`src/rtl/fxp_convert.sv`:
```
module fxp_convert #(
  parameter int IN_W       = 12,
  parameter int IN_FRAC    = 6,
  parameter int IN_SIGNED  = 1,
  parameter int OUT_W      = 7,
  parameter int OUT_FRAC   = 4,
  parameter int OUT_SIGNED = 1,
  parameter int ROUND_EN   = 1,
  parameter int OVF_MODE   = 1,
  parameter int LATENCY    = 2
) (
  input  logic             clk,
  input  logic             rst_n,
  input  logic [IN_W-1:0]  in_data,
  input  logic             in_valid,
  output logic [OUT_W-1:0] out_data,
  output logic             out_valid,
  output logic             out_ovf
);

  localparam int IN_INT  = (IN_W  > IN_FRAC)  ? IN_W  - IN_FRAC  : 1;
  localparam int OUT_INT = (OUT_W > OUT_FRAC) ? OUT_W - OUT_FRAC : 1;
  localparam int MAX_INT = (IN_INT > OUT_INT) ? IN_INT : OUT_INT;
  localparam int FR      = ((IN_FRAC > OUT_FRAC) ? IN_FRAC : OUT_FRAC) + 1;
  localparam int WW      = MAX_INT + FR + 3;
  localparam int SH_IN   = FR - IN_FRAC;
  localparam int DROP    = FR - OUT_FRAC;

  localparam logic signed [WW-1:0] ONE_W = WW'(1);
  localparam logic signed [WW-1:0] HI = (OUT_SIGNED != 0) ?
      (ONE_W <<< (OUT_W - 1)) - ONE_W : (ONE_W <<< OUT_W) - ONE_W;
  localparam logic signed [WW-1:0] LO = (OUT_SIGNED != 0) ?
      -(ONE_W <<< (OUT_W - 1)) : '0;
  localparam logic signed [WW-1:0] HALF = ONE_W <<< (DROP - 1);

  logic signed [WW-1:0] widened, aligned, rnd_add, biased, q;
  logic                 neg, over_hi, under_lo;
  logic [OUT_W-1:0]     res;
  logic                 ovf_now;

  if (IN_SIGNED != 0) begin : g_sext
    assign widened = {{(WW-IN_W){in_data[IN_W-1]}}, in_data};
  end else begin : g_zext
    assign widened = {{(WW-IN_W){1'b0}}, in_data};
  end

  assign aligned = widened <<< SH_IN;
  assign neg     = aligned[WW-1];

  if (ROUND_EN != 0) begin : g_round
    assign rnd_add = HALF - {{(WW-1){1'b0}}, neg};
  end else begin : g_trunc
    assign rnd_add = '0;
  end

  assign biased   = aligned + rnd_add;
  assign q        = biased >>> DROP;
  assign over_hi  = q > HI;
  assign under_lo = q < LO;

  always_comb begin
    res = q[OUT_W-1:0];
    if (OVF_MODE == 1) begin
      if (over_hi)       res = HI[OUT_W-1:0];
      else if (under_lo) res = LO[OUT_W-1:0];
    end
  end

  assign ovf_now = (OVF_MODE == 2) && in_valid && (over_hi || under_lo);

  if (LATENCY == 0) begin : g_comb
    assign out_data  = res;
    assign out_valid = in_valid;
    assign out_ovf   = ovf_now;
  end else begin : g_pipe
    logic [OUT_W-1:0] d_sr [LATENCY];
    logic [LATENCY-1:0] v_sr, o_sr;

    always_ff @(posedge clk or negedge rst_n) begin
      if (!rst_n) begin
        for (int i = 0; i < LATENCY; i++) d_sr[i] <= '0;
        v_sr <= '0;
        o_sr <= '0;
      end else begin
        d_sr[0] <= res;
        v_sr[0] <= in_valid;
        o_sr[0] <= ovf_now;
        for (int i = 1; i < LATENCY; i++) begin
          d_sr[i] <= d_sr[i-1];
          v_sr[i] <= v_sr[i-1];
          o_sr[i] <= o_sr[i-1];
        end
      end
    end

    assign out_data  = d_sr[LATENCY-1];
    assign out_valid = v_sr[LATENCY-1];
    assign out_ovf   = o_sr[LATENCY-1];
  end

endmodule

```
`config.mk`:
```
export PLATFORM = sky130hd
export DESIGN_NAME = fxp_convert
export DESIGN_NICKNAME = d
export VERILOG_FILES = /design/src/rtl/fxp_convert.sv
export SDC_FILE = /design/constraint.sdc
export NUM_CORES = 1
export LEC_CHECK = 0
export CAP_MARGIN = 20
export CORE_MARGIN = 3
export CORE_UTILIZATION = 35
export CTS_CLUSTER_DIAMETER = 150
export DETAILED_ROUTE_END_ITERATION = 10
export PLACE_DENSITY_LB_ADDON = 0.1
export SYNTH_ARGS = -nofsm -noshare
export SYNTH_HDL_FRONTEND = slang
export SYNTH_SLANG_ARGS = --single-unit
```
`constraint.sdc`:
```
create_clock -name clk -period 0.8 [get_ports clk]
set_clock_uncertainty 0.15 [all_clocks]
set_input_delay 0.16 -clock clk [delete_from_list [all_inputs] [get_ports clk]]
set_output_delay 0.16 -clock clk [all_outputs]
set_load 0.1 [all_outputs]
```
==> results.sh <==
export IMPL_rsz0062_at_grt="yes"
export IMPL_fill_cells=145
export IMPL_worstHoldPathType="in2async"
export IMPL_netlist_area_um2=693
export IMPL_cp_start_kind="input port"
export IMPL_grt_pass1_wl_um=1990
export IMPL_grt_pass1_vias=515
export IMPL_drtPass1Iterations=2
export IMPL_hold_viol=0
export IMPL_drcViolationCount=0
export IMPL_antenna_diode_count=0
export IMPL_p_sw_w=0.000678
export IMPL_endpoint_kind="flip-flop"
export IMPL_routedWlPerCell_um=9.76
export IMPL_via_per_inst=4.38
export IMPL_netlist_cell_type_count=19
export IMPL_slew_viol_final=0
export IMPL_die_h_um=50.5
export IMPL_required_ps=800
export IMPL_ys_ff_latch=16
export IMPL_synth_xor_area_share_pct=7.58
export IMPL_die_area_um2=2550
export IMPL_status="finished, violations left"
export IMPL_detail_route_iter0_violations=1
export IMPL_clock_sinks=16
export IMPL_fin_nets=109
export IMPL_grt_overflow=0
export IMPL_cellPowerDensity_nw_per_um2=1750
export IMPL_ir_worst_vdd_v=0.000736
export IMPL_seq_area_frac_synth_pct=57.8
export IMPL_fin_setup_tns_ps=-6570
export IMPL_yosys_area_top_type="dfrtp_1"
export IMPL_via_count=513
export IMPL_violations="negative setup slack"
export IMPL_clk_pin_slew_ps=80
export IMPL_routed_wl_um=1140
export IMPL_period_share_pct=173
export IMPL_synth_yosys_warnings=0
export IMPL_synth_area_leaders="dfrtp_1, buf_4, xnor2_1"
export IMPL_ant_nets=0
export IMPL_synth_top_family_by_area="compound AO/OA/AOI/OAI gates"
export IMPL_synth_simple_gate_area_share_pct=8.66
export IMPL_cts_buffer_depth=2
export IMPL_num_rows=15
export IMPL_die_x_um=50.5
export IMPL_clkPwrFrac_pct=23.3
export IMPL_synth_mux_area_share_pct=0
export IMPL_min_period_ps=1380
export IMPL_area_growth_pct=75.8
export IMPL_hpwlAfterDp_um=942
export IMPL_cap_viol_max_count=0
export IMPL_switching_share_pct=31.8
export IMPL_synth_fa_ha_area_share_pct=1.81
export IMPL_power_w=0.00213
export IMPL_root_buffer="clkbuf_4"
export IMPL_synth_top_area_share_pct=57.8
export IMPL_finalInstanceArea_um2=1220
export IMPL_final_util_pct=67.6
export IMPL_worstPathMaxFanout=6
export IMPL_cts_made_buffers=3
export IMPL_hold_buffers=0
export IMPL_h_tree_depth=1
export IMPL_setup_slack_ps=-581
export IMPL_internal_power_w=0.00145
export IMPL_p_leak_nw=0.535
export IMPL_combPwrFrac_pct=34.0
export IMPL_core_area_um2=1800
export IMPL_insertion_delay_ps=270
export IMPL_io_buffers=22
export IMPL_seq_power_share_pct=42.7
export IMPL_drive_above_1_share_pct=52.2
export IMPL_syn_num_nets=72
export IMPL_initial_core_util_pct=38.5
export IMPL_path_class="in2reg"
export IMPL_fmax_mhz=724
export IMPL_r2r_worst_path_cells=0
export IMPL_synth_cells=56
export IMPL_dpl_cell_area_um2=1110
export IMPL_worstPathArrival_ps=1380
export IMPL_cts_tree="built"
export IMPL_pin_count=24
export IMPL_syn_area_per_cell_um2=12.4
export IMPL_synth_compound_area_share_pct=13.9
export IMPL_antenna_found_initial=0
export IMPL_grt_total_usage_pct=10.6
export IMPL_grt_max_degree=10
export IMPL_gp_congestion=0.761
export IMPL_setup_viol=15
[power groups by stage]
stage | registers, W | logic [W] | clock network [W]
floorplan | 0.000929 | 0.000435 | 0
global placement | 0.000924 | 0.000691 | 0
detailed placement | 0.000929 | 0.000700 | 0
CTS | 0.000913 | 0.000702 | 0.000515
global route | 0.000918 | 0.000760 | 0.000543
finish | 0.000910 | 0.000726 | 0.000496
[cells in the mapped netlist]
library cell,instances
a31oi_1,1
xnor2_1,5
nand3_2,1
inv_1,2
o31ai_2,1
buf_4,8
nand3_1,2
nor2_1,3
and2b_2,1
a31oi_4,1
nand2_1,2
nor3b_1,1
a21oi_1,7
dfrtp_1,16
nor3_1,1
conb_1,1
xor2_1,1
o31ai_4,1
ha_1,1
[stage by stage]
step / hold WS (ps) / setup slack, ps / cells
floorplan: -286 / -739 / 56
global placement: 183 / -1270 / 109
detailed placement: 185 / -1340 / 109
CTS: 29.3 / -571 / 115
global route: 40.2 / -631 / 117
finish: 32.6 / -581 / 117
[path summary, 6_finish.rpt]
| check | startpoint | endpoint | slack (ps) |
|---|---|---|---|
| worst max-delay path | in_data[11] | g_pipe.d_sr[7] | -580 |
| worst min-delay path | rst_n | out_data[3] | 30 |
| worst max register to register | g_pipe.d_sr[7] | out_data[0] | 170 |
| worst min register to register | g_pipe.d_sr[12] | out_data[5] | 200 |
| min in group clk | in_valid | g_pipe.v_sr[0] | 170 |
| max in group asynchronous | rst_n | g_pipe.d_sr[9] | 330 |
[routing by layer]
metal	vias to the layer above	part of all wire, %	GRT usage [%]
met5	-	0	0
met4	0	0	8.07
met3	0	5.0	1.78
met2	16	60	20.7
met1	248	35	9.52
li1	249	-	-
[layout make-up]
class / instances / area (µm²) / area share [%]
Clock buffer: 4 / 36.3 / 2.98
Inverter: 2 / 11.3 / 0.924
Multi-Input combinational cell: 30 / 302 / 24.7
Sequential cell: 16 / 404 / 33.2
Tap cell: 25 / 31.3 / 2.57
Timing Repair Buffer: 40 / 434 / 35.6
[cell families after synthesis]
logic type,count (synthesis)
AOI/OAI and AO/OA,11
and+or+nand+nor,11
adders and majority gates,1
buffers and inverters,10
xor gates and xnor gates,6
DFF,16
other,1
[placed cells by master (no fill, tap or decap)]
master            n
clkdlybuf4s50_1   5
conb_1            1
a21oi_1           3
xnor2_2           1
buf_4            18
inv_1             1
clkbuf_4          3
nor3_1            1
clkinvlp_4        1
buf_12            8
buf_2             1
a31oi_4           2
dfrtp_1          15
nand3_2           1
and2b_2           1
nand3_4           1
dlymetal6s2s_1    2
clkbuf_8          1
ha_4              1
xor2_1            1
dlygate4sd2_1     5
nor3b_2           1
buf_8             1
xnor2_1           4
nand3_1           1
nor2_1            3
a21oi_2           4
o31ai_4           2
dfrtp_4           1
nand2_1           2
[worst max-delay path: stages]
cell and delay (ps):
buf_8 80, clkinvlp_4 90, ha_4 230, a31oi_4 200, o31ai_4 90, o31ai_4 410
a21oi_1 120
[state kept, by name, indices dropped and copies added (netlist names)]
register / count
g_pipe.d_sr: 7
out_data: 7
g_pipe.v_sr: 2
[what timing repair did]
action / 4_1_cts / 5_1_grt
cloned: 0 / 0
setup endpoints to repair: 15 / 15
pin swaps: 9 / 9
buffers inserted: 2 / 2
resized for setup: 18 / 8
(Power assumes the default switching activity.)
